--- src/rtl/pause_gen.sv ---
module pause_gen #(
  parameter int LVL_W       = 13,
  parameter int SLOT_CYCLES = 64
) (
  input  logic             clk,
  input  logic             rst_n,
  input  logic             gen_en,
  input  logic [LVL_W-1:0] fill_lvl,
  input  logic [LVL_W-1:0] hi_mark,
  input  logic [LVL_W-1:0] lo_mark,
  input  logic [15:0]      pause_time,
  input  logic [15:0]      refresh_thr,
  input  logic [47:0]      station_mac,
  output logic             tx_valid,
  input  logic             tx_ready,
  output logic [7:0]       tx_data,
  output logic             tx_last
);
  localparam int FRAME_BYTES = 60;
  localparam int IDX_W       = $clog2(FRAME_BYTES);
  localparam int PRE_W       = (SLOT_CYCLES > 1) ? $clog2(SLOT_CYCLES) : 1;
  localparam logic [1:0] P_NONE = 2'd0, P_XOFF = 2'd1, P_XON = 2'd2;

  logic             paused_q, busy_q;
  logic [1:0]       pend_q, pend_n;
  logic [IDX_W-1:0] idx_q;
  logic [15:0]      ftime_q, slots_q;
  logic [PRE_W-1:0] pre_q;

  wire hit_hi   = fill_lvl >= hi_mark;
  wire under_lo = fill_lvl < lo_mark;
  wire req_xoff = gen_en && !paused_q && hit_hi;
  wire req_xon  = gen_en && paused_q && under_lo;
  wire req_ref  = gen_en && paused_q && !under_lo && (refresh_thr != 16'd0)
                  && (slots_q >= refresh_thr) && !busy_q && (pend_q == P_NONE);
  wire launch   = !busy_q && (pend_q != P_NONE);
  wire accept   = busy_q && tx_ready;
  wire at_end   = idx_q == IDX_W'(FRAME_BYTES - 1);
  wire slot_tick = pre_q == PRE_W'(SLOT_CYCLES - 1);

  assign tx_valid = busy_q;
  assign tx_last  = busy_q && at_end;

  always_comb begin
    pend_n = pend_q;
    if (launch) pend_n = P_NONE;
    if (req_xoff || req_ref) pend_n = P_XOFF;
    if (req_xon) pend_n = P_XON;
  end

  always_ff @(posedge clk) begin
    if (!rst_n) begin
      paused_q <= 1'b0;
      busy_q   <= 1'b0;
      pend_q   <= P_NONE;
      idx_q    <= '0;
      ftime_q  <= '0;
      slots_q  <= '0;
      pre_q    <= '0;
    end else begin
      pend_q <= pend_n;
      if (req_xoff) paused_q <= 1'b1;
      else if (req_xon) paused_q <= 1'b0;

      if (launch) begin
        busy_q  <= 1'b1;
        idx_q   <= '0;
        ftime_q <= (pend_q == P_XOFF) ? pause_time : 16'd0;
      end else if (accept) begin
        if (at_end) busy_q <= 1'b0;
        else idx_q <= idx_q + 1'b1;
      end

      if (launch && pend_q == P_XOFF) begin
        slots_q <= '0;
        pre_q   <= '0;
      end else begin
        pre_q <= slot_tick ? '0 : pre_q + 1'b1;
        if (slot_tick && slots_q != 16'hFFFF) slots_q <= slots_q + 1'b1;
      end
    end
  end

  always_comb begin
    case (idx_q)
      6'd0:  tx_data = 8'h01;
      6'd1:  tx_data = 8'h80;
      6'd2:  tx_data = 8'hC2;
      6'd5:  tx_data = 8'h01;
      6'd6:  tx_data = station_mac[47:40];
      6'd7:  tx_data = station_mac[39:32];
      6'd8:  tx_data = station_mac[31:24];
      6'd9:  tx_data = station_mac[23:16];
      6'd10: tx_data = station_mac[15:8];
      6'd11: tx_data = station_mac[7:0];
      6'd12: tx_data = 8'h88;
      6'd13: tx_data = 8'h08;
      6'd15: tx_data = 8'h01;
      6'd16: tx_data = ftime_q[15:8];
      6'd17: tx_data = ftime_q[7:0];
      default: tx_data = 8'h00;
    endcase
  end
endmodule

--- config.mk ---
export PLATFORM = sky130hd
export DESIGN_NAME = pause_gen
export DESIGN_NICKNAME = d
export VERILOG_FILES = /design/src/rtl/pause_gen.sv
export SDC_FILE = /design/constraint.sdc
export NUM_CORES = 1
export LEC_CHECK = 0
export CAP_MARGIN = 40
export CORE_ASPECT_RATIO = 0.5
export CORE_UTILIZATION = 51
export CTS_BUF_LIST = sky130_fd_sc_hd__clkbuf_2 sky130_fd_sc_hd__clkbuf_4 sky130_fd_sc_hd__clkbuf_8
export DETAILED_ROUTE_END_ITERATION = 8
export DONT_BUFFER_PORTS = 1
export PLACE_DENSITY = 0.7
export SETUP_SLACK_MARGIN = 0.5
export SYNTH_ARGS = -nofsm -noshare
export SYNTH_HDL_FRONTEND = slang
export SYNTH_SLANG_ARGS = --single-unit
--- constraint.sdc ---
create_clock -name clk -period 2.5 [get_ports clk]
set_input_delay 0.5 -clock clk [delete_from_list [all_inputs] [get_ports clk]]
set_output_delay 0.5 -clock clk [all_outputs]
set_load 0.03 [all_outputs]
==> out/qor.csv, run 1 <==
metric;value;unit
setup.worst_path.class;flop to primary output;
dpl.cell_count;505;
final_cells;529;
cap_violations;0;
routed-via-count;3276;
clk_pin_slew;0.10;ns
reg2reg_setup_slack;0.58;ns
grt_max_degree;20;
totalNegativeSetupSlack;0;ns
report.power.total;0.00161;W
net-switching-power;0.000433;W
htree_levels;2;
portBuffers;0;
post-route-worst-setup-slack;0.125;ns
timing.final.max_slew_violations;0;
width_of_the_die;119;um
status;finished, final reports clean;
critical_path_peak_fanout;6;
yosys-top-cells-area;sky130_fd_sc_hd__dfxtp_1 27%, sky130_fd_sc_hd__ha_1 17%, sky130_fd_sc_hd__inv_1 5.1%;
layout-area-overhead-vs-synth;14.9;%
die_y;60.7;um
seq_area_frac_synth;27.4;%
worstPathRequired;2.00;ns
crit_path_max_incr_delay;0.40;ns
clock-skew-final;0.0149;ns
netlist_area;3510;um2
critical_path_buf_inv_count;2;
setup.worst_path.start_class;flop;
synth_top_area_share;27.4;%
final_layout_size_suffix_gt1_share;17.2;%
reg2regPathDepth;7;
worst_path_dominant_cell_family;compound AO/OA/AOI/OAI gates;
gp_congestion;0.882;
initial_utilization;55.2;%
netlist_top_cells_count;48 x sky130_fd_sc_hd__dfxtp_1, 48 x sky130_fd_sc_hd__inv_1, 47 x sky130_fd_sc_hd__ha_1;
max_freq;421;MHz
cell_chain_critical_path;inv_4 > ha_4 > and2_4 > buf_6 > a22o_1 > a221oi_2 > nand3_2;
antenna_violating_nets_post_route;0;
io_pins;133;
grt_antenna_before_repair;0;
worst_slew_margin_rel;60.1;%
synth_enable_flop_cells;0;
num_antenna_cells;0;
wire_length_of_the_first_global_routing_pass;14600;um
drtIter0Drc;196;
timing.critical_path.to_type;primary output;
clock_group_share_of_total_power;37.0;%
grt.overflow.total;0;
synthesis.nets;600;
vdd_drop_max;0.000306;V
crit_path_top_delay_cell;sky130_fd_sc_hd__dfxtp_4;
coreArea;6360;um2
power_frac_comb;13.1;%
remaining_drc_errors;0;
post_synth_inst_count;430;
power.sequential.fraction;49.9;%
p_per_area;398;nW/um2
min_path_type;input port to flop;
clock_insertion_delay_worst_skew;0.32;ns
ys.flop_type;sky130_fd_sc_hd__dfxtp_1;
fin_nets;610;
timing.hold.ws;0.272;ns
layout_min_cycle_time;2.37;ns
leakage;1.73;nW
cts_root_buf;sky130_fd_sc_hd__clkbuf_8;
cts-buffers-inserted;5;
final.period_utilization;95.0;%
postSynthAreaPerCell;8.16;um2
numClockSinks;48;
timing.hold.worst_path_depth;1;
proportion_of_register_bits_with_asynchronous_set_or_reset_after_synthesis;0;%
drt-pass1-iter-count;5;
post_drt_wl_per_cell;18.1;um
route.final.wire_length;9560;um
clockBufferDepth;2;
detailedPlacementHpwl;7270;um
worstMarginPinSlew;0.598;ns
die_area;7240;um2
post-synth-top-area-cell;sky130_fd_sc_hd__dfxtp_1;
startpoint_of_the_worst_register_to_register_path;slots_q[11]$_SDFFE_PP0P_;
rsz_0062_raised_after_global_routing;yes;
swShare;26.9;%
startpoint_of_the_most_critical_hold_path;tx_ready;
routed_via_density;6.19;
min_to;tx_valid$_SDFFE_PN0P_;
synthesis.yosys.warnings;0;
pre_cts_slack;0.297;ns
hold_violations;0;
cts.hold.buffers_added;0;
internal_power;0.00117;W
via_count_of_the_first_global_routing_pass;3170;
setup_viol;0;
groute.usage.overall;26.1;%
synth_cell_type_count;52;
cts_tree;done;
yosys_register_bits;48;
core.rowCount;20;
r2r-end;pend_q[0]$_SDFFE_PP0P_;
worst-endpoint-arrival;1.87;ns
==> worst max-delay path by stage <==
| stage | slack, ns | from | cells past startpoint | end |
|---|---|---|---|---|
| 4_1_cts | 0.15 | idx_q[1]$_SDFFE_PP0P_ | 6 | tx_data[7] |
| 2_1_floorplan | 0.45 | idx_q[1]$_SDFFE_PP0P_ | 7 | tx_data[7] |
| 3_5_place_dp | 0.30 | idx_q[2]$_SDFFE_PP0P_ | 5 | tx_data[7] |
| 5_1_grt | 0.06 | idx_q[1]$_SDFFE_PP0P_ | 7 | tx_data[5] |
| 3_3_place_gp | 0.33 | idx_q[2]$_SDFFE_PP0P_ | 5 | tx_data[7] |
| 6_report | 0.13 | idx_q[1]$_SDFFE_PP0P_ | 7 | tx_data[5] |
==> cell families after synthesis <==
group,Yosys count,share of synthesized area (%)
xor gates and xnor gates,22,5.49
DFF,48,27.4
muxes,1,0.285
buffers and inverters,64,7.13
AOI/OAI and AO/OA,104,21.1
adders and majority gates,47,16.7
and+or+nand+nor,144,21.9
==> per-layer routing <==
metal	global-route usage, %	share of wire [%]
met1	28.6	41
met2	47.8	48
met3	9.40	8.4
met4	10.9	2.8
met5	0	0
==> power groups by stage <==
stage / clock [W] / sequential (W) / combinational, W
6_report: 0.000594 / 0.000802 / 0.000210
5_1_grt: 0.000642 / 0.000806 / 0.000238
4_1_cts: 0.000606 / 0.000802 / 0.000207
3_5_place_dp: 0 / 0.000823 / 0.000202
3_3_place_gp: 0 / 0.000822 / 0.000189
2_1_floorplan: 0 / 0.000819 / 0.000156
==> through the flow <==
stage,util [%],area (um2)
2_1_floorplan,-,3590
3_3_place_gp,57.1,3630
3_5_place_dp,57.2,3640
4_1_cts,62.9,4000
5_1_grt,63.4,4030
6_report,63.4,4030
==> cell type report <==
type / count / area, um2
Fill cell: 532 / 2320
Multi-Input combinational cell: 318 / 2480
Sequential cell: 48 / 981
Tap cell: 88 / 110
Timing Repair Buffer: 19 / 158
Clock buffer: 5 / 68.8
Clock inverter: 3 / 46.3
Inverter: 48 / 185
==> flip-flops by register name, indices dropped and copies added (netlist names) <==
name	count
slots_q	16
ftime_q	16
idx_q	6
pre_q	6
paused_q	1
tx_valid	1
pend_q	2
==> worst reg2reg max path, cell delays in order, from the launching register on <==
cell and delay (ns):
sky130_fd_sc_hd__dfxtp_1 0.38, sky130_fd_sc_hd__ha_1 0.27, sky130_fd_sc_hd__a21o_1 0.20, sky130_fd_sc_hd__a2111oi_1 0.43
sky130_fd_sc_hd__o21ai_1 0.14, sky130_fd_sc_hd__a31oi_1 0.20, sky130_fd_sc_hd__a21oi_1 0.09, sky130_fd_sc_hd__o2bb2ai_1 0.12
==> layout by cell type, fill, tap and decap left out, drive strengths merged, types with 6 or more instances in the layout <==
| master | n |
|---|---|
| nand3 | 17 |
| xnor2 | 11 |
| o21ai | 15 |
| a22oi | 19 |
| ha | 47 |
| buf | 19 |
| and3 | 7 |
| dfxtp | 48 |
| a22o | 20 |
| nor2 | 43 |
| a21oi | 21 |
| nand2b | 8 |
| inv | 49 |
| nand4 | 13 |
| nand2 | 22 |
| nor4 | 8 |
| xor2 | 11 |
| a221oi | 6 |
==> what timing repair did <==
| item | in CTS | in global routing |
|---|---|---|
| resized for setup | 35 | 13 |
| setup endpoints to repair | 9 | 10 |
| pin swaps | 15 | 9 |
| buffers inserted | 16 | 0 |
No activity file was read; power rests on OpenSTA's default activity.
==> inputs of run 2 (changes only) <==
ABC_AREA = 1   (was not set)
CORE_UTILIZATION = 45   (was 51)
PLACE_DENSITY = 0.64   (was 0.7)
==> out/qor.csv, run 2 <==
metric;value;unit
proportion_of_register_bits_with_asynchronous_set_or_reset_after_synthesis;0;%
rsz_0062_raised_after_global_routing;yes;
detailedPlacementHpwl;7910;um
groute.usage.overall;23.3;%
timing.critical_path.to_type;primary output;
ys.flop_type;sky130_fd_sc_hd__dfxtp_1;
pre_cts_slack;0.343;ns
beginning_of_the_critical_path;idx_q[0]$_SDFFE_PP0P_;
synth_top_area_share;24.6;%
post-route-worst-setup-slack;0.164;ns
cts.hold.buffers_added;0;
synthesis.yosys.warnings;0;
num_antenna_cells;0;
synth_enable_flop_cells;0;
p_per_area;352;nW/um2
clock-skew-final;0.0111;ns
die_y;67.9;um
multi_input_comb_area;2640;um2
grt_max_degree;22;
via_count_of_the_first_global_routing_pass;3637;
die_area;9080;um2
wire_length_of_the_first_global_routing_pass;16900;um
clk_pin_slew;0.10;ns
grt_antenna_before_repair;0;
final_layout_size_suffix_gt1_share;15.1;%
hold_violations;0;
post-synth-top-area-cell;sky130_fd_sc_hd__dfxtp_1;
coreArea;8200;um2
remaining_drc_errors;0;
final.period_utilization;93.4;%
cts_tree;done;
grt.overflow.total;0;
routed_via_density;5.26;
yosys-top-cells-area;sky130_fd_sc_hd__dfxtp_1 25%, sky130_fd_sc_hd__ha_1 15%, sky130_fd_sc_hd__nand2_1 13%;
clockBufferDepth;2;
leakage;2.10;nW
drt-pass1-iter-count;4;
portBuffers;0;
layout.cell_area.non_filler;4490;um2
drtIter0Drc;179;
cts-buffers-inserted;5;
seqCellArea;976;um2
worst_slew_margin_rel;64.2;%
layout_min_cycle_time;2.34;ns
yosys_register_bits;48;
top_regs;ftime_q x16, slots_q x16;
htree_levels;2;
startpoint_of_the_most_critical_hold_path;rst_n;
core.rowCount;23;
synth_cell_type_count;38;
worstMarginPinSlew;0.536;ns
max_freq;428;MHz
startpoint_of_the_worst_register_to_register_path;slots_q[0]$_SDFFE_PP0P_;
layout-area-overhead-vs-synth;15.0;%
setup.worst_path.class;flop to primary output;
post_synth_inst_count;596;
synthesis.nets;766;
netlist_top_cells_count;133 x sky130_fd_sc_hd__nand2_1, 120 x sky130_fd_sc_hd__inv_1, 48 x sky130_fd_sc_hd__dfxtp_1;
worst_path_dominant_cell_family;simple AND/OR/NAND/NOR gates;
crit_path_top_delay_cell;sky130_fd_sc_hd__dfxtp_4;
totalNegativeSetupSlack;0;ns
filler_cell_count;808;
post_drt_wl_per_cell;14.3;um
clock_insertion_delay_worst_skew;0.31;ns
route.final.wire_length;10400;um
critical_path_buf_inv_count;3;
width_of_the_die;134;um
worst-endpoint-arrival;1.84;ns
routed-via-count;3827;
status;finished, final reports clean;
setup.worst_path.start_class;flop;
timing.hold.ws;0.328;ns
mostFrequentLayoutCell;sky130_fd_sc_hd__nand2_1;
vdd_drop_max;0.000184;V
cell_chain_critical_path;inv_4 > ha_4 > nand2_4 > inv_2 > nand2_2 > inv_4 > nand2_1 > nand2_1 > a211oi_2 > nand4_1;
cap_violations;0;
netlist_area;3910;um2
gp_congestion;0.914;
critical_path_peak_fanout;8;
fin_nets;785;
synth_most_common_cell;sky130_fd_sc_hd__nand2_1;
placed_area;4030;um2
numClockSinks;48;
timing.final.max_slew_violations;0;
seq_area_frac_synth;24.6;%
layout_common_cells;123 x sky130_fd_sc_hd__nand2_1, 113 x sky130_fd_sc_hd__inv_1, 43 x sky130_fd_sc_hd__ha_1, 42 x sky130_fd_sc_hd__dfxtp_1, 40 x sky130_fd_sc_hd__nand3_1;
io_pins;133;
report.power.total;0.00158;W
min_path_type;input port to flop;
initial_utilization;47.6;%
setup_viol;0;
crit_path_max_incr_delay;0.40;ns
cts_root_buf;sky130_fd_sc_hd__clkbuf_8;
worstPathRequired;2.00;ns
postSynthAreaPerCell;6.56;um2
antenna_violating_nets_post_route;0;
## run 2: what timing repair did
item / 4_1_cts / 5_1_grt
gates resized for setup: 47 / 21
pin swaps: 17 / 15
buffers inserted: 10 / 7
endpoints found under the setup margin: 9 / 9
## run 2: path summary, 6_finish.rpt
path | cells past startpoint | slack (ns) | end
worst max-delay path | 10 | 0.16 | tx_data[6]
worst min-delay path | 2 | 0.33 | pend_q[1]$_SDFFE_PN0P_
worst max register to register | 8 | 0.81 | slots_q[3]$_SDFFE_PP0P_
worst min register to register | 1 | 0.45 | pre_q[0]$_SDFF_PP0_
## run 2: layout make-up
type                       count  area share, %
timing repair buffer          19           3.43
sequential                    48           21.7
clock buffer                   7           2.01
clock inverter                 1          0.167
multi-input combinational    417           58.8
tap                          112           3.12
inverter                     124           10.8
## run 2: where the power goes
group          internal, W  total [W]  switching [W]
logic             0.000102   0.000267       0.000165
registers         0.000784   0.000801      0.0000161
clock network     0.000236   0.000512       0.000275
## run 2: cell families (layout without fill, tap and decap cells)
kind of cell               after synthesis  after routing  share of synthesized area [%]
and+or+nand+nor                        263            263                           30.6
buffers and inverters                  131            151                           12.9
AOI/OAI and AO/OA                      100            100                           15.3
DFF                                     48             48                           24.6
adders and majority gates               47             47                           15.0
xor gates and xnor gates                 7              7                           1.57
## run 2: routing by layer
metal | up-vias | GRT usage (%) | wire length (um)
li1 | 1982 | - | -
met1 | 1671 | 28.6 | 4850
met2 | 154 | 42.4 | 4710
met3 | 20 | 4.67 | 659
met4 | 0 | 6.11 | 188
met5 | - | 0 | 0
## run 2: per-stage QoR
stage	util (%)	std cells
CTS	53.1	721
floorplan	-	596
detailed placement	49.1	703
finish	54.8	728
global route	54.8	728
global placement	49.1	703
## run 2: worst reg2reg max path, stage by stage, from the launching register on
cell and delay [ns]:
sky130_fd_sc_hd__dfxtp_1 0.42, sky130_fd_sc_hd__ha_1 0.27, sky130_fd_sc_hd__nand4_4 0.17, sky130_fd_sc_hd__nor2_4 0.15
sky130_fd_sc_hd__nand3_2 0.09, sky130_fd_sc_hd__nand2_4 0.19, sky130_fd_sc_hd__inv_2 0.13, sky130_fd_sc_hd__nand3b_1 0.12
sky130_fd_sc_hd__a21oi_2 0.05
